`src/rtl/crypto_len_pkg.sv`:
```
package crypto_len_pkg;

  typedef enum logic [1:0] {
    MODE_PLAIN      = 2'd0,
    MODE_AEAD_CTR   = 2'd1,
    MODE_AEAD_CHAIN = 2'd2,
    MODE_TWEAK      = 2'd3
  } job_mode_e;

  typedef enum logic [1:0] {
    SEL_PAY_LO = 2'd0,
    SEL_PAY_HI = 2'd1,
    SEL_AUTH   = 2'd2,
    SEL_NONE   = 2'd3
  } reg_sel_e;

  function automatic logic is_combined(job_mode_e m);
    return (m == MODE_AEAD_CTR) || (m == MODE_AEAD_CHAIN);
  endfunction

endpackage

```
`src/rtl/len_downcounter.sv`:
```
module len_downcounter #(
  parameter int W         = 32,
  parameter int BLK_BYTES = 16
) (
  input  logic         clk,
  input  logic         rst_n,
  input  logic         ld_en,
  input  logic [W-1:0] ld_val,
  input  logic         dec_en,
  output logic [W-1:0] remain,
  output logic         is_zero,
  output logic         is_last
);

  localparam logic [W-1:0] STEP = W'(BLK_BYTES);

  logic [W-1:0] remain_q, remain_nx;

  always_comb begin
    remain_nx = remain_q;
    if (ld_en) begin
      remain_nx = ld_val;
    end else if (dec_en) begin
      remain_nx = (remain_q > STEP) ? (remain_q - STEP) : '0;
    end
  end

  always_ff @(posedge clk or negedge rst_n) begin
    if (!rst_n) begin
      remain_q <= '0;
    end else if (ld_en || dec_en) begin
      remain_q <= remain_nx;
    end
  end

  assign remain  = remain_q;
  assign is_zero = (remain_q == '0);
  assign is_last = !is_zero && (remain_q <= STEP);

  assert_no_grow_R4: assert property (@(posedge clk) disable iff (!rst_n)
    (dec_en && !ld_en) |=> (remain <= $past(remain)));

  assert_last_clears_R4: assert property (@(posedge clk) disable iff (!rst_n)
    (dec_en && !ld_en && is_last) |=> is_zero);

endmodule

```
`src/rtl/tweak_index_reg.sv`:
```
module tweak_index_reg #(
  parameter int IDX_W  = 28,
  parameter int WORD_W = 32
) (
  input  logic              clk,
  input  logic              rst_n,
  input  logic              ld_en,
  input  logic [WORD_W-1:0] word,
  input  logic              step_en,
  output logic [IDX_W-1:0]  idx
);

  localparam int LSB = WORD_W - IDX_W;

  logic [IDX_W-1:0] idx_q, idx_nx;

  always_comb begin
    idx_nx = idx_q;
    if (ld_en) begin
      idx_nx = word[WORD_W-1:LSB];
    end else if (step_en) begin
      idx_nx = idx_q + IDX_W'(1);
    end
  end

  always_ff @(posedge clk or negedge rst_n) begin
    if (!rst_n) begin
      idx_q <= '0;
    end else if (ld_en || step_en) begin
      idx_q <= idx_nx;
    end
  end

  assign idx = idx_q;

  assert_index_load_R8: assert property (@(posedge clk) disable iff (!rst_n)
    ld_en |=> (idx == $past(word[WORD_W-1:LSB])));

  assert_index_hold_R8: assert property (@(posedge clk) disable iff (!rst_n)
    (!ld_en && !step_en) |=> $stable(idx));

endmodule

```
`src/rtl/len_job_ctrl.sv`:
```
module len_job_ctrl
  import crypto_len_pkg::*;
#(
  parameter int PAY_W      = 61,
  parameter int WORD_W     = 32,
  parameter int BLK_BYTES  = 16,
  parameter int CTR_LOG2   = 36
) (
  input  logic              clk,
  input  logic              rst_n,
  input  job_mode_e         mode,
  input  logic              wr_en,
  input  reg_sel_e          wr_sel,
  input  logic [WORD_W-1:0] wr_data,
  input  logic              blk_valid,
  input  logic [PAY_W-1:0]  pay_remain,
  input  logic              pay_zero,
  input  logic              pay_last,
  input  logic              auth_zero,
  input  logic              auth_last,
  output logic              pay_ld,
  output logic              auth_ld,
  output logic              idx_ld,
  output logic              pay_dec,
  output logic              auth_dec,
  output logic              idx_step,
  output logic              start,
  output logic              busy,
  output logic              done,
  output logic              err,
  output logic              infinite
);

  localparam int HI_BITS = PAY_W - WORD_W;
  localparam logic [PAY_W-1:0] CTR_CAP =
    (PAY_W'(1) << CTR_LOG2) - PAY_W'(2 * BLK_BYTES);

  logic      busy_q, busy_nx;
  logic      start_q, start_nx;
  logic      done_q, done_nx;
  logic      err_q, err_nx;
  logic      inf_q, inf_nx;
  job_mode_e jmode_q, jmode_nx;

  logic idle_wr, busy_wr, hi_new_zero, go_hi, go_auth, reject, launch;
  logic consume, auth_first, finish;

  always_comb begin
    idle_wr     = wr_en && !busy_q;
    busy_wr     = wr_en && busy_q && (wr_sel != SEL_NONE);
    pay_ld      = idle_wr && ((wr_sel == SEL_PAY_LO) || (wr_sel == SEL_PAY_HI));
    auth_ld     = idle_wr && (wr_sel == SEL_AUTH) && (mode != MODE_TWEAK);
    idx_ld      = idle_wr && (wr_sel == SEL_AUTH) && (mode == MODE_TWEAK);
    hi_new_zero = (wr_data[HI_BITS-1:0] == '0) && (pay_remain[WORD_W-1:0] == '0);
    go_hi       = idle_wr && (wr_sel == SEL_PAY_HI) &&
                  ((mode == MODE_PLAIN) || (mode == MODE_TWEAK));
    go_auth     = idle_wr && (wr_sel == SEL_AUTH) && is_combined(mode);
    reject      = (go_hi && (mode == MODE_TWEAK) && hi_new_zero) ||
                  (go_auth && (wr_data == '0) && pay_zero) ||
                  (go_auth && (mode == MODE_AEAD_CTR) && (pay_remain > CTR_CAP));
    launch      = (go_hi || go_auth) && !reject;

    consume     = busy_q && blk_valid;
    auth_first  = is_combined(jmode_q) && !auth_zero;
    auth_dec    = consume && auth_first;
    pay_dec     = consume && !auth_first && !inf_q;
    idx_step    = consume && (jmode_q == MODE_TWEAK);
    finish      = auth_dec ? (auth_last && pay_zero) : (pay_dec && pay_last);
  end

  always_comb begin
    busy_nx  = busy_q;
    jmode_nx = jmode_q;
    inf_nx   = inf_q;
    if (launch) begin
      busy_nx  = 1'b1;
      jmode_nx = mode;
      inf_nx   = go_hi && (mode == MODE_PLAIN) && hi_new_zero;
    end else if (finish) begin
      busy_nx  = 1'b0;
    end
    start_nx = launch;
    done_nx  = finish;
    err_nx   = err_q || busy_wr || ((go_hi || go_auth) && reject);
  end

  always_ff @(posedge clk or negedge rst_n) begin
    if (!rst_n) begin
      busy_q  <= 1'b0;
      start_q <= 1'b0;
      done_q  <= 1'b0;
      err_q   <= 1'b0;
      inf_q   <= 1'b0;
      jmode_q <= MODE_PLAIN;
    end else begin
      busy_q  <= busy_nx;
      start_q <= start_nx;
      done_q  <= done_nx;
      err_q   <= err_nx;
      if (launch) begin
        inf_q   <= inf_nx;
        jmode_q <= jmode_nx;
      end
    end
  end

  assign start    = start_q;
  assign busy     = busy_q;
  assign done     = done_q;
  assign err      = err_q;
  assign infinite = inf_q;

  assert_start_single_R2: assert property (@(posedge clk) disable iff (!rst_n)
    start |=> !start);

  assert_start_busy_R2: assert property (@(posedge clk) disable iff (!rst_n)
    start |-> busy);

  assert_done_single_R5: assert property (@(posedge clk) disable iff (!rst_n)
    done |=> !done);

  assert_done_idle_R5: assert property (@(posedge clk) disable iff (!rst_n)
    done |-> !busy);

  assert_inf_no_done_R6: assert property (@(posedge clk) disable iff (!rst_n)
    (busy && infinite) |=> !done);

  assert_busy_write_err_R11: assert property (@(posedge clk) disable iff (!rst_n)
    (wr_en && busy && (wr_sel != SEL_NONE)) |=> err);

  assert_err_sticky_R11: assert property (@(posedge clk) disable iff (!rst_n)
    err |=> err);

endmodule

```
`src/rtl/crypto_len_tracker.sv`:
```
module crypto_len_tracker
  import crypto_len_pkg::*;
#(
  parameter int PAY_W     = 61,
  parameter int AUTH_W    = 32,
  parameter int WORD_W    = 32,
  parameter int IDX_W     = 28,
  parameter int BLK_BYTES = 16,
  parameter int CTR_LOG2  = 36
) (
  input  logic              clk,
  input  logic              rst_n,
  input  logic [1:0]        mode_i,
  input  logic              wr_en_i,
  input  logic [1:0]        wr_sel_i,
  input  logic [WORD_W-1:0] wr_data_i,
  input  logic              blk_valid_i,
  output logic              start_o,
  output logic              busy_o,
  output logic              done_o,
  output logic              err_o,
  output logic              infinite_o,
  output logic [PAY_W-1:0]  pay_remain_o,
  output logic [AUTH_W-1:0] auth_remain_o,
  output logic [IDX_W-1:0]  xts_index_o,
  output logic [WORD_W-1:0] rd_data_o
);

  localparam int HI_BITS = PAY_W - WORD_W;

  job_mode_e        mode;
  reg_sel_e         sel;
  logic             pay_ld, auth_ld, idx_ld, pay_dec, auth_dec, idx_step;
  logic             pay_zero, pay_last, auth_zero, auth_last;
  logic [PAY_W-1:0] pay_ld_val;

  assign mode = job_mode_e'(mode_i);
  assign sel  = reg_sel_e'(wr_sel_i);

  always_comb begin
    if (sel == SEL_PAY_HI) begin
      pay_ld_val = {wr_data_i[HI_BITS-1:0], pay_remain_o[WORD_W-1:0]};
    end else begin
      pay_ld_val = {pay_remain_o[PAY_W-1:WORD_W], wr_data_i};
    end
  end

  len_job_ctrl #(
    .PAY_W(PAY_W), .WORD_W(WORD_W), .BLK_BYTES(BLK_BYTES), .CTR_LOG2(CTR_LOG2)
  ) u_ctrl (
    .clk(clk), .rst_n(rst_n), .mode(mode), .wr_en(wr_en_i), .wr_sel(sel),
    .wr_data(wr_data_i), .blk_valid(blk_valid_i), .pay_remain(pay_remain_o),
    .pay_zero(pay_zero), .pay_last(pay_last), .auth_zero(auth_zero),
    .auth_last(auth_last), .pay_ld(pay_ld), .auth_ld(auth_ld), .idx_ld(idx_ld),
    .pay_dec(pay_dec), .auth_dec(auth_dec), .idx_step(idx_step),
    .start(start_o), .busy(busy_o), .done(done_o), .err(err_o),
    .infinite(infinite_o)
  );

  len_downcounter #(.W(PAY_W), .BLK_BYTES(BLK_BYTES)) u_pay (
    .clk(clk), .rst_n(rst_n), .ld_en(pay_ld), .ld_val(pay_ld_val),
    .dec_en(pay_dec), .remain(pay_remain_o), .is_zero(pay_zero),
    .is_last(pay_last)
  );

  len_downcounter #(.W(AUTH_W), .BLK_BYTES(BLK_BYTES)) u_auth (
    .clk(clk), .rst_n(rst_n), .ld_en(auth_ld), .ld_val(AUTH_W'(wr_data_i)),
    .dec_en(auth_dec), .remain(auth_remain_o), .is_zero(auth_zero),
    .is_last(auth_last)
  );

  tweak_index_reg #(.IDX_W(IDX_W), .WORD_W(WORD_W)) u_idx (
    .clk(clk), .rst_n(rst_n), .ld_en(idx_ld), .word(wr_data_i),
    .step_en(idx_step), .idx(xts_index_o)
  );

  assign rd_data_o = '0;

  assert_one_target_R4: assert property (@(posedge clk) disable iff (!rst_n)
    !(pay_dec && auth_dec));

  assert_index_auth_apart_R8: assert property (@(posedge clk) disable iff (!rst_n)
    (wr_en_i && sel == SEL_AUTH && mode == MODE_TWEAK) |=> $stable(auth_remain_o));

endmodule

```
`config.mk`:
```
export PLATFORM = sky130hd
export DESIGN_NAME = crypto_len_tracker
export DESIGN_NICKNAME = d
export VERILOG_FILES = /design/src/rtl/crypto_len_pkg.sv /design/src/rtl/len_downcounter.sv /design/src/rtl/tweak_index_reg.sv /design/src/rtl/len_job_ctrl.sv /design/src/rtl/crypto_len_tracker.sv
export SDC_FILE = /design/constraint.sdc
export NUM_CORES = 1
export LEC_CHECK = 0
export CORE_MARGIN = 1.5
export CORE_UTILIZATION = 40
export CTS_BUF_LIST = sky130_fd_sc_hd__clkbuf_2 sky130_fd_sc_hd__clkbuf_4 sky130_fd_sc_hd__clkbuf_8
export DETAILED_ROUTE_END_ITERATION = 7
export DONT_BUFFER_PORTS = 1
export PLACE_DENSITY = 0.57
export SYNTH_ARGS = -nofsm -noshare
export SYNTH_HDL_FRONTEND = slang
export SYNTH_HIERARCHICAL = 1
export SYNTH_SLANG_ARGS = --single-unit
```
`constraint.sdc`:
```
create_clock -name clk -period 3.65 [get_ports clk]
set_input_delay 0.5475 -clock clk [delete_from_list [all_inputs] [get_ports clk]]
set_output_delay 0.5475 -clock clk [all_outputs]
set_load 0.02 [all_outputs]
```
Yosys cells after proc, flatten, opt, wreduce, memory -nomap -nowiden
Cells that the tools add are included.

Output and inout port bits: 158. Logic and storage cells: 106. Flip-flop bits (word level): 128.

Eq/ne operators: 12. Muxes and demuxes: 12. $add $sub $neg: 3. Reductions and logical operators: 64. Order comparisons: 5.

Operators with widths (number): 61-bit 2-to-1 mux (4); 32-bit zero test (3); 32-bit 2-to-1 mux (3); 61-bit by 36-bit greater-than comparator with 1-bit output, second input constant (1); 61-bit by 5-bit greater-than comparator with 1-bit output, second input constant (1); 61-bit by 5-bit less-or-equal comparator with 1-bit output, second input constant (1); 61-bit zero test (1); 61-bit by 5-bit subtractor with 61-bit output, second input constant (1); 28-bit 2-to-1 mux (2); 32-bit by 5-bit greater-than comparator with 1-bit output, second input constant (1); 32-bit by 5-bit less-or-equal comparator with 1-bit output, second input constant (1); 32-bit by 5-bit subtractor with 32-bit output, second input constant (1); 1-bit logical AND (31); 29-bit zero test (1); 28-bit by 1-bit adder with 28-bit output, second input constant (1); 1-bit logical OR (12); 2-bit equality test, second input constant (5); 2-bit inequality test, second input constant (4); 2-bit nonzero test (4); 2-bit by 1-bit equality test with 1-bit output, second input constant (3); 1-bit zero test (6); 3-bit AND reduction (2); 2-bit zero test (2); 2-bit AND reduction (2); 1-bit 2-to-1 mux (3).

Longest topological paths before layout
Depth in word-level cells: 11. Mapped depth: 12.

Cells and area by module
Netlist, hierarchy kept.

Modules (own cells, without submodules): len_downcounter (u_pay) (sequential area each 1526.5 sq um, area an instance 3882.5 sq um, times used 1, cells each 471); len_downcounter (u_auth) (sequential area each 800.8 sq um, area an instance 1959.4 sq um, times used 1, cells each 215); tweak_index_reg (sequential area each 700.7 sq um, area an instance 1626.6 sq um, times used 1, cells each 183); crypto_len_tracker (sequential area each 0.0 sq um, area an instance 1310.0 sq um, times used 1, cells each 102); len_job_ctrl (sequential area each 175.2 sq um, area an instance 755.7 sq um, times used 1, cells each 94).

Worst setup path after synthesis
OpenSTA, ideal clock, no wires.

Kind: register to register. Start: reg u_auth.remain_q[16], in the netlist u_auth/remain[16]. End: reg u_pay.remain_q[8], in the netlist u_pay/remain[8]. Slack: 0.183 ns. Data arrival time: 3.330 ns. Cell stages (with the launch flop): 12. Path buffers: 2. Cells stage by stage: dfrtp_1 -> or4_1 -> nor4bb_1 -> and2_1 -> and3_1 -> nor2b_1 -> nor3_1 -> clkbuf_1 -> clkbuf_1 -> o31ai_1 -> a221oi_2 -> a21oi_1.

Word-level cells in the longest chain between the ends: 8. Elaborated cells between the ends (all ways): 9.

RTL lines: start: declaration (RTL line len_downcounter.sv:17) `logic [W-1:0] remain_q, remain_nx;`; start signal: assignment (RTL line len_downcounter.sv:32) `remain_q <= remain_nx;`; 32-bit zero test (*) (RTL line len_downcounter.sv:37) `assign is_zero = (remain_q == '0);`; net auth_zero (RTL line crypto_len_tracker.sv:34) `logic pay_zero, pay_last, auth_zero, auth_last;`; 1-bit zero test (*) (RTL line len_job_ctrl.sv:64) `auth_first = is_combined(jmode_q) && !auth_zero;`; 1-bit logical AND (*) (RTL line len_job_ctrl.sv:64); 1-bit zero test (*) (RTL line len_job_ctrl.sv:66) `pay_dec = consume && !auth_first && !inf_q;`; 1-bit logical AND (*) (2 in a row) (RTL line len_job_ctrl.sv:66); net pay_dec (RTL line crypto_len_tracker.sv:33) `logic pay_ld, auth_ld, idx_ld, pay_dec, auth_dec, idx_step;`; 2-bit nonzero test (no line) or 1-bit logical OR (tied branches); 3-bit AND reduction (no line) (*); end signal: assignment (RTL line len_downcounter.sv:32); end: declaration (RTL line len_downcounter.sv:17).

The timed path passes the listed nets; every way through them passes the cells marked *. A chain may end at the register's enable or synchronous reset.

Final worst setup path
Start: reg u_auth.remain_q[21], in the netlist u_auth/remain[21]. End: reg u_pay.remain_q[53], in the netlist u_pay/remain[53].

Same word-level chain as after synthesis.

==> metrics.log <==
[metrics] number of core rows: 56
[metrics] per-cell routed wire length: 23.7 um
[metrics] via count of the first global-routing pass: 8522
[metrics] count of flip-flops with a built-in enable after synthesis: 0
[metrics] post-route worst hold slack: 28.2 ps
[metrics] Die Outline Area: 0.0248 sq mm
[metrics] min-delay worst type: primary input to asynchronous set/reset pin
[metrics] outcome: completed
[metrics] area of the core: 0.0234 sq mm
[metrics] buffer levels on the longest clock path: 2
[metrics] Static Leak: 4.43 nW
[metrics] Max Fanout on Critical Path: 32
[metrics] Max H-tree Level: 4
[metrics] global-route congestion overflow total: 0
[metrics] number of buffers created by CTS: 17
[metrics] Post-DRT Antenna Nets: 0
[metrics] share of flip-flops with an asynchronous set or reset: 100%
[metrics] path type of the worst setup path: register to register
[metrics] kind of end point of the critical path: register
[metrics] drt initial violations: 848
[metrics] relative max-transition margin: 43.3%
[metrics] final setup violation count: 0
[metrics] slack of the worst reg-to-reg path: 190 ps
[metrics] worst vdd ir: 0.000220 V
[metrics] Max-cap violations: 0
[metrics] total number of clock tree sinks: 128
[metrics] Residual DRC: 0
[metrics] number of diodes: 0
[metrics] Slew @ Worst Pin: 849 ps
[metrics] count of input and output buffers: 0
[metrics] placed wire-length estimate: 24.2 mm
[metrics] floorplan die height: 157 um
[metrics] count of distinct cell types in the synthesized netlist: 78
[metrics] startpoint type of the worst setup path: register
[metrics] synthesized area divided by synthesized cell count: 8.95 sq um
[metrics] shortest period the worst path allows: 3460 ps
[metrics] RePlAce Congestion: 0.918
[metrics] accumulated negative setup slack: 0 ps
[metrics] yosys synthesis warning count: 6
[metrics] fmax: 289 MHz
[metrics] clk_lat worst skew: 460 ps
[metrics] unrepaired setup endpoints after global routing: yes
[metrics] worst r2r path cells: 12
[metrics] signal arrival time at the worst endpoint: 3810 ps
[metrics] clock transition time at the flip-flop clock pins of the worst setup and hold paths: 90 ps
[metrics] total routing usage reported by global routing: 28.0%
[metrics] CTS Root Buffer Type: clkbuf_8
[metrics] CTS tree: built
[metrics] total power density per cell area: 403 mW/mm^2
[metrics] post-route clock period utilization: 94.9%
[metrics] Total Routed Length: 34.5 mm
[metrics] RR Startpoint: u_auth/remain[21]$_DFFE_PN0P_
[metrics] sequential fraction of the synthesis area: 33.6%
[metrics] post-synthesis instance area: 0.00953 sq mm
[metrics] effective utilization at floorplan: 40.7%
[metrics] area grow syn2layout: 12.2%
[metrics] setup clock skew after layout: 17.6 ps
[metrics] proportion of layout cells with a drive suffix above 1: 20.7%
[metrics] endpoint of the lowest-slack register-to-register path: u_pay/remain[53]$_DFFE_PN0P_
[metrics] first-pass GRT wire length: 52.1 mm
[metrics] post-synthesis cell count: 1065
[metrics] Seq cells post-synth: 128
[metrics] final cell utilization of the core: 45.7%
[metrics] I/O pin cnt: 198
[metrics] count of endpoints failing hold in the final timing report: 0
[metrics] Chip Width: 157 um
[metrics] max-slew violation count: 0
[metrics] total number of nets in the final design: 1172
[metrics] via total after detailed routing: 8935
[metrics] antenna violations before repair: 0
[metrics] DR vias/cell: 6.15
[metrics] required arrival time at the worst endpoint: 3990 ps
[metrics] maximum number of pins on one net before global-route repair: 129
[metrics] Primary FF master, synth: dfrtp_1
[metrics] detailed-router iteration count before antenna repair: 7
## area by class of cell
class	count	area, sq um
well taps	319	399
clock inverters	12	183
fillers	2341	12700
clock buffers	19	255
multi-input cells	846	5740
inverters	26	97.6
flip-flops and latches	128	3200
repair buffers	102	823
## worst max-delay path, stage by stage (launching register included)
cell,delay (ps)
dfrtp_1,490
or4_1,600
nor4_1,300
and2_1,230
and3_1,170
nor2b_1,60
nor3_2,210
buf_4,160
buf_12,190
nand3_1,300
o311a_1,420
a21oi_1,110
o21ai_0,90
## repair_timing
action | CTS | global route
setup endpoints to repair | 0 | 18
setup buffers | 0 | 1
gates resized for setup | 0 | 3
hold buffers | 1 | 0
endpoints found under the hold margin | 128 | 0
## flip-flops by register name (all words and copies together), names as in the netlist, 2 cells and up
name            count
u_idx/idx          28
u_ctrl/jmode_q      2
u_pay/remain       61
u_auth/remain      32
## stage by stage
stage	instances	instance area [sq um]	setup WS, ps	total power (W)
after global placement	1419	10200	253	0.00287
after floorplan	1096	9650	183	0.00254
after CTS	1451	10700	136	0.00432
after detailed placement	1419	10200	135	0.00288
final	1452	10700	186	0.00432
after global routing	1452	10700	1.14	0.00451
## layer usage
metal | wire, um | global-route usage (%)
met1 | 14200 | 35.9
met2 | 15700 | 43.4
met3 | 3450 | 9.31
met4 | 1190 | 10.9
met5 | 0 | 0
## cells by family after synthesis
kind of cell             count (synthesis)  synth area share, %
AND/OR/NAND/NOR                        459                 26.6
AO/OA/AOI/OAI                          239                 16.6
flip-flops                             128                 33.6
buffers and inverters                  122                 7.74
multiplexers                            73                 11.0
XOR/XNOR                                32                 2.94
adder cells (fa/ha/maj)                 11                 1.44
other                                    1               0.0393
## layout by cell type (no fill, tap or decap), drive strengths merged, types with 9 or more instances in the layout
cell type,n
mux2,67
ha,11
o31ai,24
nor4,64
a21oi,40
nand4,36
nor2b,10
o21ai,68
nor3,40
a2bb2oi,13
buf,102
inv,26
nand2b,10
xor2,18
nand3,41
xnor2,14
or4,25
o211ai,10
a31oi,22
nor2,61
conb,32
nand2,100
clkbuf,19
dfrtp,128
and4,9
and2,11
or3,20
and3,12
## cell usage after synthesis, drive strengths merged, types with 3 or more instances
cell	n	area, sq um
a22oi	7	52.6
or4	25	203
a211oi	5	37.5
nor4	64	407
nand2	100	378
or3	20	128
and4	9	78.8
a21oi	40	200
and2	11	68.8
mux2i	6	60.1
nor3	40	205
mux2	67	987
nand3b	4	30.0
a31oi	22	138
ha	11	138
nor3b	5	37.5
or4b	4	47.6
a31o	3	26.3
inv	24	90.1
a32oi	8	70.1
clkbuf	41	154
and3	12	75.1
dfrtp	128	3200
nor2b	10	70.1
xnor2	14	123
o31a	4	36.3
buf	55	487
o31ai	24	180
a2bb2oi	13	114
a22o	7	61.3
xor2	18	158
nand3	41	210
nor2	61	239
or2	4	25.0
o211ai	10	75.1
o21a	3	22.5
nand4	36	231
nand2b	10	62.6
o22ai	4	25.0
o311ai	6	52.6
o21ai	68	344
## report_power, final
part | total [W] | internal (W) | switching, W
Clock | 0.00141 | 0.000771 | 0.000642
Sequential | 0.00173 | 0.00154 | 0.000198
Combinational | 0.00117 | 0.000461 | 0.000706
## worst max path at each step
stage | from | endpoint | slack, ps | cells after the start
floorplan | u_auth/remain[16]$_DFFE_PN0P_ | u_pay/remain[8]$_DFFE_PN0P_ | 180 | 11
global placement | u_auth/remain[21]$_DFFE_PN0P_ | u_pay/remain[47]$_DFFE_PN0P_ | 250 | 12
detailed placement | u_auth/remain[21]$_DFFE_PN0P_ | u_pay/remain[49]$_DFFE_PN0P_ | 140 | 12
CTS | u_auth/remain[21]$_DFFE_PN0P_ | u_pay/remain[51]$_DFFE_PN0P_ | 140 | 12
global route | u_auth/remain[29]$_DFFE_PN0P_ | u_pay/remain[53]$_DFFE_PN0P_ | 1 | 12
finish | u_auth/remain[21]$_DFFE_PN0P_ | u_pay/remain[53]$_DFFE_PN0P_ | 190 | 12
(Power assumes the default switching activity.)
